### config.mk
export PLATFORM = sky130hd
export DESIGN_NAME = uart_fc_top
export DESIGN_NICKNAME = d
export VERILOG_FILES = /design/src/rtl/uart_fc_pkg.sv /design/src/rtl/uart_fc_tick.sv /design/src/rtl/uart_fc_tx.sv /design/src/rtl/uart_fc_rx.sv /design/src/rtl/uart_fc_top.sv
export SDC_FILE = /design/constraint.sdc
export NUM_CORES = 1
export LEC_CHECK = 0
export BUFFER_PORTS_ARGS = -buffer_cell sky130_fd_sc_hd__buf_2
export CAP_MARGIN = 20
export CORE_ASPECT_RATIO = 1.25
export CORE_MARGIN = 2
export CORE_UTILIZATION = 45
export CTS_CLUSTER_SIZE = 10
export DETAILED_ROUTE_END_ITERATION = 6
export PLACE_DENSITY_LB_ADDON = 0.3
export SLEW_MARGIN = 20
export SYNTH_ARGS = -nofsm -noshare
export SYNTH_HDL_FRONTEND = slang
export SYNTH_SLANG_ARGS = --single-unit
export TNS_END_PERCENT = 1
### constraint.sdc
create_clock -name clk -period 3.2 [get_ports clk]
set_input_delay 0.16 -clock clk [delete_from_list [all_inputs] [get_ports clk]]
set_output_delay 0.16 -clock clk [all_outputs]
set_load 0.005 [all_outputs]
### src/rtl/uart_fc_pkg.sv
package uart_fc_pkg;
  parameter int unsigned MAX_BITS = 8;

  typedef enum logic [1:0] {
    PAR_NONE = 2'd0,
    PAR_EVEN = 2'd1,
    PAR_ODD  = 2'd2,
    PAR_OFF3 = 2'd3
  } par_mode_e;

  typedef enum logic [2:0] {
    PH_IDLE,
    PH_START,
    PH_DATA,
    PH_PAR,
    PH_STOP
  } phase_e;

  function automatic logic [3:0] len_bits(input logic [1:0] sel);
    case (sel)
      2'd0:    return 4'd5;
      2'd1:    return 4'd7;
      default: return 4'd8;
    endcase
  endfunction

  function automatic logic par_on(input logic [1:0] m);
    return (m == PAR_EVEN) || (m == PAR_ODD);
  endfunction

  function automatic logic par_bit(input logic [MAX_BITS-1:0] d,
                                   input logic [3:0] n,
                                   input logic [1:0] m);
    logic [MAX_BITS-1:0] mask;
    mask = {MAX_BITS{1'b1}} >> (4'(MAX_BITS) - n);
    return (^(d & mask)) ^ (m == PAR_ODD);
  endfunction
endpackage

### src/rtl/uart_fc_tick.sv
module uart_fc_tick #(
  parameter int unsigned DIV_W = 16
) (
  input  logic             clk,
  input  logic             rst_n,
  input  logic [DIV_W-1:0] div,
  output logic             tick
);
  logic [DIV_W-1:0] cnt;

  assign tick = (cnt >= div);

  always_ff @(posedge clk) begin
    if (!rst_n)    cnt <= '0;
    else if (tick) cnt <= '0;
    else           cnt <= cnt + 1'b1;
  end
endmodule

### src/rtl/uart_fc_tx.sv
module uart_fc_tx
  import uart_fc_pkg::*;
#(
  parameter int unsigned OVS = 16
) (
  input  logic                clk,
  input  logic                rst_n,
  input  logic                tick,
  input  logic                cts,
  input  logic [1:0]          cfg_len,
  input  logic [1:0]          cfg_par,
  input  logic                cfg_stop2,
  input  logic [MAX_BITS-1:0] in_data,
  input  logic                in_valid,
  output logic                in_ready,
  output logic                txd
);
  localparam int unsigned CNT_W = $clog2(OVS);
  localparam logic [CNT_W-1:0] SUB_LAST = CNT_W'(OVS - 1);

  phase_e              phase;
  logic [MAX_BITS-1:0] sh;
  logic [3:0]          nbits, idx;
  logic [1:0]          pmode;
  logic                stop2, pbit, line_q;
  logic [CNT_W-1:0]    sub;

  assign in_ready = (phase == PH_IDLE) && cts;
  assign txd      = line_q;

  always_ff @(posedge clk) begin
    if (!rst_n) begin
      phase  <= PH_IDLE;
      sh     <= '0;
      nbits  <= 4'd8;
      idx    <= '0;
      pmode  <= PAR_NONE;
      stop2  <= 1'b0;
      pbit   <= 1'b0;
      line_q <= 1'b1;
      sub    <= '0;
    end else if (phase == PH_IDLE) begin
      if (in_valid && in_ready) begin
        sh     <= in_data;
        nbits  <= len_bits(cfg_len);
        pmode  <= cfg_par;
        stop2  <= cfg_stop2;
        pbit   <= par_bit(in_data, len_bits(cfg_len), cfg_par);
        sub    <= '0;
        line_q <= 1'b0;
        phase  <= PH_START;
      end
    end else if (tick) begin
      if (sub != SUB_LAST) begin
        sub <= sub + 1'b1;
      end else begin
        sub <= '0;
        case (phase)
          PH_START: begin
            phase  <= PH_DATA;
            idx    <= '0;
            line_q <= sh[0];
            sh     <= sh >> 1;
          end
          PH_DATA: begin
            if (idx == nbits - 4'd1) begin
              idx <= '0;
              if (par_on(pmode)) begin
                phase  <= PH_PAR;
                line_q <= pbit;
              end else begin
                phase  <= PH_STOP;
                line_q <= 1'b1;
              end
            end else begin
              idx    <= idx + 4'd1;
              line_q <= sh[0];
              sh     <= sh >> 1;
            end
          end
          PH_PAR: begin
            phase  <= PH_STOP;
            line_q <= 1'b1;
          end
          default: begin
            if (stop2 && idx == 4'd0) idx <= 4'd1;
            else                      phase <= PH_IDLE;
          end
        endcase
      end
    end
  end
endmodule

### src/rtl/uart_fc_rx.sv
module uart_fc_rx
  import uart_fc_pkg::*;
#(
  parameter int unsigned OVS = 16
) (
  input  logic                clk,
  input  logic                rst_n,
  input  logic                tick,
  input  logic                rxd,
  input  logic [1:0]          cfg_len,
  input  logic [1:0]          cfg_par,
  input  logic                cfg_stop2,
  input  logic                rd,
  output logic [MAX_BITS-1:0] out_data,
  output logic                out_perr,
  output logic                out_ferr,
  output logic                out_valid
);
  localparam int unsigned CNT_W = $clog2(OVS);
  localparam logic [CNT_W-1:0] SUB_LAST = CNT_W'(OVS - 1);
  localparam logic [CNT_W-1:0] SUB_MID  = CNT_W'(OVS / 2 - 1);

  logic                s1, s2;
  phase_e              phase;
  logic [CNT_W-1:0]    sub;
  logic [3:0]          nbits, idx;
  logic [1:0]          pmode;
  logic                stop2, perr_acc, ferr_acc, full;
  logic [MAX_BITS-1:0] acc;
  logic                sample, frame_done;

  assign sample     = tick && (sub == SUB_LAST);
  assign frame_done = (phase == PH_STOP) && sample && (!stop2 || idx == 4'd1);
  assign out_valid  = full;

  always_ff @(posedge clk) begin
    if (!rst_n) begin
      s1 <= 1'b1;
      s2 <= 1'b1;
    end else begin
      s1 <= rxd;
      s2 <= s1;
    end
  end

  always_ff @(posedge clk) begin
    if (!rst_n) begin
      phase    <= PH_IDLE;
      sub      <= '0;
      nbits    <= 4'd8;
      idx      <= '0;
      pmode    <= PAR_NONE;
      stop2    <= 1'b0;
      acc      <= '0;
      perr_acc <= 1'b0;
      ferr_acc <= 1'b0;
    end else if (tick) begin
      case (phase)
        PH_IDLE: begin
          if (!s2) begin
            phase <= PH_START;
            sub   <= '0;
          end
        end
        PH_START: begin
          if (s2) begin
            phase <= PH_IDLE;
          end else if (sub == SUB_MID) begin
            phase    <= PH_DATA;
            sub      <= '0;
            idx      <= '0;
            acc      <= '0;
            perr_acc <= 1'b0;
            ferr_acc <= 1'b0;
            nbits    <= len_bits(cfg_len);
            pmode    <= cfg_par;
            stop2    <= cfg_stop2;
          end else begin
            sub <= sub + 1'b1;
          end
        end
        default: begin
          if (!sample) begin
            sub <= sub + 1'b1;
          end else begin
            sub <= '0;
            case (phase)
              PH_DATA: begin
                acc[idx[2:0]] <= s2;
                if (idx == nbits - 4'd1) begin
                  idx   <= '0;
                  phase <= par_on(pmode) ? PH_PAR : PH_STOP;
                end else begin
                  idx <= idx + 4'd1;
                end
              end
              PH_PAR: begin
                perr_acc <= s2 ^ par_bit(acc, nbits, pmode);
                phase    <= PH_STOP;
              end
              default: begin
                if (frame_done) begin
                  phase <= PH_IDLE;
                end else begin
                  ferr_acc <= ferr_acc | ~s2;
                  idx      <= 4'd1;
                end
              end
            endcase
          end
        end
      endcase
    end
  end

  always_ff @(posedge clk) begin
    if (!rst_n) begin
      full     <= 1'b0;
      out_data <= '0;
      out_perr <= 1'b0;
      out_ferr <= 1'b0;
    end else if (frame_done && (!full || rd)) begin
      full     <= 1'b1;
      out_data <= acc;
      out_perr <= perr_acc;
      out_ferr <= ferr_acc | ~s2;
    end else if (rd) begin
      full <= 1'b0;
    end
  end
endmodule

### src/rtl/uart_fc_top.sv
module uart_fc_top
  import uart_fc_pkg::*;
#(
  parameter int unsigned DIV_W = 16,
  parameter int unsigned OVS   = 16
) (
  input  logic             clk,
  input  logic             rst_n,
  input  logic [DIV_W-1:0] cfg_div,
  input  logic [1:0]       cfg_len,
  input  logic [1:0]       cfg_par,
  input  logic             cfg_stop2,
  input  logic [7:0]       tx_data,
  input  logic             tx_valid,
  output logic             tx_ready,
  output logic             txd,
  input  logic             cts,
  input  logic             rxd,
  output logic             rts,
  output logic [7:0]       rx_data,
  output logic             rx_par_err,
  output logic             rx_frm_err,
  output logic             rx_valid,
  input  logic             rx_ready
);
  logic tick;

  uart_fc_tick #(.DIV_W(DIV_W)) u_tick (
    .clk(clk), .rst_n(rst_n), .div(cfg_div), .tick(tick)
  );

  uart_fc_tx #(.OVS(OVS)) u_tx (
    .clk(clk), .rst_n(rst_n), .tick(tick), .cts(cts),
    .cfg_len(cfg_len), .cfg_par(cfg_par), .cfg_stop2(cfg_stop2),
    .in_data(tx_data), .in_valid(tx_valid), .in_ready(tx_ready), .txd(txd)
  );

  uart_fc_rx #(.OVS(OVS)) u_rx (
    .clk(clk), .rst_n(rst_n), .tick(tick), .rxd(rxd),
    .cfg_len(cfg_len), .cfg_par(cfg_par), .cfg_stop2(cfg_stop2),
    .rd(rx_ready), .out_data(rx_data), .out_perr(rx_par_err),
    .out_ferr(rx_frm_err), .out_valid(rx_valid)
  );

  assign rts = !rx_valid;
endmodule

==> flow_summary.json <==
{
  "final_nets": 689,
  "max_freq_mhz": 368,
  "viasPerCell": 5.73,
  "first_iter_violations": 176,
  "p_sw_share_pct": 23.9,
  "ys_seq_area_share_pct": 33.7,
  "first_pass_iters": 4,
  "path_cells": "ha_1 -> and4_1 -> nand4_2 -> a311oi_4 -> o41a_1 -> a21oi_1 -> a311oi_1",
  "ant_nets": 0,
  "min_from": "cfg_par[0]",
  "final_core_util_pct": 52.5,
  "fin_setup_tns_ns": 0,
  "r2r-end": "u_tx.sh[2]",
  "hpwl_um": 8730,
  "cts_hold_buf": 1,
  "clock_skew_ns": 0.0106,
  "cts-root-buf": "clkbuf_16",
  "cp.arrival_ns": 2.95,
  "synth_cells": 589,
  "crit_fanout": 17,
  "grt_pass1_wl_um": 19800,
  "yosys_warnings": 0,
  "slew_headroom_pct": 36.5,
  "peakVddDrop_mv": 0.275,
  "die_height_um": 121,
  "multi_input_area_um2": 3010,
  "syn2layout_area_growth_pct": 13.3,
  "die_w_um": 97.7,
  "critPathLaunchType": "flip-flop",
  "grt_antenna_before_repair": 0,
  "drive_gt1_share_pct": 14.3,
  "finalNonFillerCells": 761,
  "worst_setup_path_end_kind": "flip-flop",
  "clkTransAtPathRegs_ns": 0.06,
  "cpLargestDelayFamily": "compound AO/OA/AOI/OAI gates",
  "num_rows": 42,
  "postCtsSetupBuffers": 0,
  "synthArstFlopShare_pct": 0,
  "hold_viol": 0,
  "place_inst": 744,
  "cts_buffer_depth": 2,
  "drcViolationCount": 0,
  "cts_tree": "done",
  "crit_required_ns": 3.43,
  "grt_max_degree": 44,
  "initial_core_util_pct": 46.3,
  "pin_count": 49,
  "crit_end": "u_tx.sh[2]",
  "netlist_area_um2": 4940,
  "hp-class": "input port to flip-flop",
  "grt_usage_pct": 20.5,
  "fillers": 996,
  "synth_seq_cells": 83,
  "setup_viol": 0,
  "critical_path_class": "flip-flop to flip-flop",
  "drt-total-wl_um": 11900,
  "gp_congestion": 0.860,
  "min_period_over_period_pct": 84.9,
  "postSynthAreaPerCell_um2": 8.38,
  "worst_slew_pin_slew_ns": 0.945,
  "slew_violations": 0,
  "worst_r2r_path_depth": 7,
  "ff_latch_area_um2": 1660,
  "yosysTopAreaCell": "dfxtp_1",
  "die_area_um2": 11800,
  "ys_top_cells_by_area": "dfxtp_1 (34%), ha_1 (7.6%), xnor2_1 (4.6%)",
  "synth_top_area_share_pct": 33.7,
  "synth_flop_cell": "dfxtp_1",
  "crit_cells": 7,
  "cts_sinks": 83,
  "diodes": 0,
  "post_drt_wl_per_cell_um": 15.6,
  "cpPeakStageDelay_ns": 0.65,
  "ys_types": 71,
  "numCtsBuffers": 9,
  "p_sw_uw": 556,
  "startpoint": "u_tick.cnt[13]",
  "clkPwrFrac_pct": 46.9,
  "overflow": 0,
  "status": "complete, no violations",
  "r2r_setup_slack_ns": 0.48,
  "finalWorstPathRequiredPeriod_ns": 2.72,
  "synth_nets": 654,
  "pwr-share-seq_pct": 45.6,
  "pwr_density_cell_nw_per_um2": 416,
  "coreArea_um2": 10700,
  "cp_slowest_cell": "o41a_1",
  "ctsResizeCount": 0,
  "rr_startpoint": "u_tick.cnt[13]",
  "num_vias": 4357,
  "p_leak_nw": 2.28,
  "hold-path-cell-count": 3,
  "grt_pass1_vias": 4321,
  "synth-edff-count": 0,
  "rsz0062_at_grt": "no",
  "cts_max_level": 3,
  "pwr-share-comb_pct": 7.5,
  "clk_latency_ns": 0.34,
  "p_int_mw": 1.77,
  "path_buf_inv": 0,
  "portBuffers": 48,
  "drv_cap": 0
}
## worst reg2reg max path: stages (launching register included)
cell and delay (ns):
dfxtp_1 0.34, ha_1 0.32, and4_1 0.25, nand4_2 0.15, a311oi_4 0.43, o41a_1 0.65, a21oi_1 0.15, a311oi_1 0.31
## synth_stat cells (all sizes together), types with 2 or more instances
| cell type | n |
|---|---|
| or3 | 7 |
| nor2b | 10 |
| or2 | 2 |
| nor4 | 3 |
| nor2 | 42 |
| nand2b | 6 |
| and3 | 13 |
| or4 | 4 |
| o211ai | 12 |
| inv | 34 |
| a32o | 2 |
| nand4 | 8 |
| nand3 | 29 |
| o31ai | 4 |
| ha | 30 |
| a2bb2oi | 2 |
| a21oi | 31 |
| o22ai | 2 |
| a2111oi | 2 |
| nand2 | 60 |
| buf | 11 |
| a31o | 4 |
| xnor2 | 26 |
| a311oi | 9 |
| a21boi | 3 |
| nor3b | 4 |
| xor3 | 2 |
| nor3 | 9 |
| nand3b | 4 |
| clkbuf | 23 |
| o41a | 2 |
| and2 | 4 |
| xor2 | 12 |
| mux2i | 20 |
| o31a | 2 |
| a211oi | 2 |
| o21ai | 32 |
| nand4b | 2 |
| o41ai | 4 |
| dfxtp | 83 |
| a31oi | 9 |
| and4 | 3 |
| a21o | 2 |
## final cells by class
| cell class | instances | share of cell area, % |
|---|---|---|
| clock inverters | 5 | 1.05 |
| clock buffers | 11 | 4.52 |
| repair buffers | 58 | 5.68 |
| well taps | 132 | 2.95 |
| multi-input cells | 437 | 53.8 |
| inverters | 35 | 2.35 |
| flip-flops and latches | 83 | 29.7 |
## power groups by stage
stage | logic (mW) | clock network (mW) | registers (mW)
2_1_floorplan | 0.119 | 0 | 1.08
3_3_place_gp | 0.167 | 0 | 1.08
3_5_place_dp | 0.172 | 0 | 1.08
4_1_cts | 0.175 | 1.11 | 1.06
5_1_grt | 0.194 | 1.15 | 1.06
6_report | 0.175 | 1.09 | 1.06
## per-stage QoR
stage	hold WS, ns	worst slack (ns)	power, mW	cell area [um2]
floorplan	0.261	0.988	1.20	4940
global placement	0.351	0.395	1.25	5260
detailed placement	0.349	0.288	1.26	5260
CTS	0.0795	0.259	2.34	5580
global route	0.0906	0.268	2.41	5600
finish	0.0870	0.485	2.33	5600
## flip-flops by register name, indices dropped and copies added, names as in the netlist, 2 cells and up
register and count:
u_tx.pmode 2, u_rx.acc 8, u_rx.nbits 3, u_tick.cnt 16, u_tx.sh 8, u_tx.phase 3
u_rx.out_data 8, u_tx.sub 4, u_rx.phase 3, u_tx.idx 4, u_rx.idx 4, u_rx.sub 4
u_tx.nbits 3, u_rx.pmode 2
## kinds of logic after synthesis
logic type	share of synthesized area, %
muxes	4.28
AOI/OAI and AO/OA	18.7
and+or+nand+nor	21.8
adders and majority gates	7.60
DFF	33.7
buffers and inverters	5.78
xor gates and xnor gates	8.16
## worst min path at each step
| stage | endpoint | slack (ns) |
|---|---|---|
| finish | u_tx.pmode[0] | 0.09 |
| global route | u_tx.pmode[1] | 0.09 |
| floorplan | u_rx.s1 | 0.26 |
| detailed placement | u_rx.s1 | 0.35 |
| global placement | u_rx.s1 | 0.35 |
| CTS | u_tx.pmode[0] | 0.08 |
## layer usage
| layer | share of wire (%) | up-vias | track usage (%) |
|---|---|---|---|
| li1 | - | 2166 | - |
| met1 | 43 | 2068 | 23.9 |
| met2 | 51 | 99 | 36.9 |
| met3 | 3.7 | 24 | 3.63 |
| met4 | 2.0 | 0 | 8.33 |
| met5 | 0 | - | 0 |
## cell usage in the layout (no fill, tap or decap), types with 6 or more instances in the layout
| cell | instances |
|---|---|
| clkbuf_16 | 9 |
| nand4_1 | 7 |
| o21ai_0 | 28 |
| nand2b_1 | 6 |
| nand3_1 | 28 |
| buf_4 | 9 |
| xor2_1 | 12 |
| a311oi_1 | 7 |
| nor2b_1 | 10 |
| nor3_1 | 7 |
| dfxtp_1 | 83 |
| a31oi_1 | 8 |
| o211ai_1 | 12 |
| and3_1 | 13 |
| a21oi_1 | 30 |
| or3_1 | 7 |
| buf_2 | 48 |
| xnor2_1 | 26 |
| ha_1 | 30 |
| nand2_1 | 60 |
| inv_1 | 34 |
| mux2i_1 | 20 |
| nor2_1 | 42 |
No activity file was read; power rests on OpenSTA's default activity.
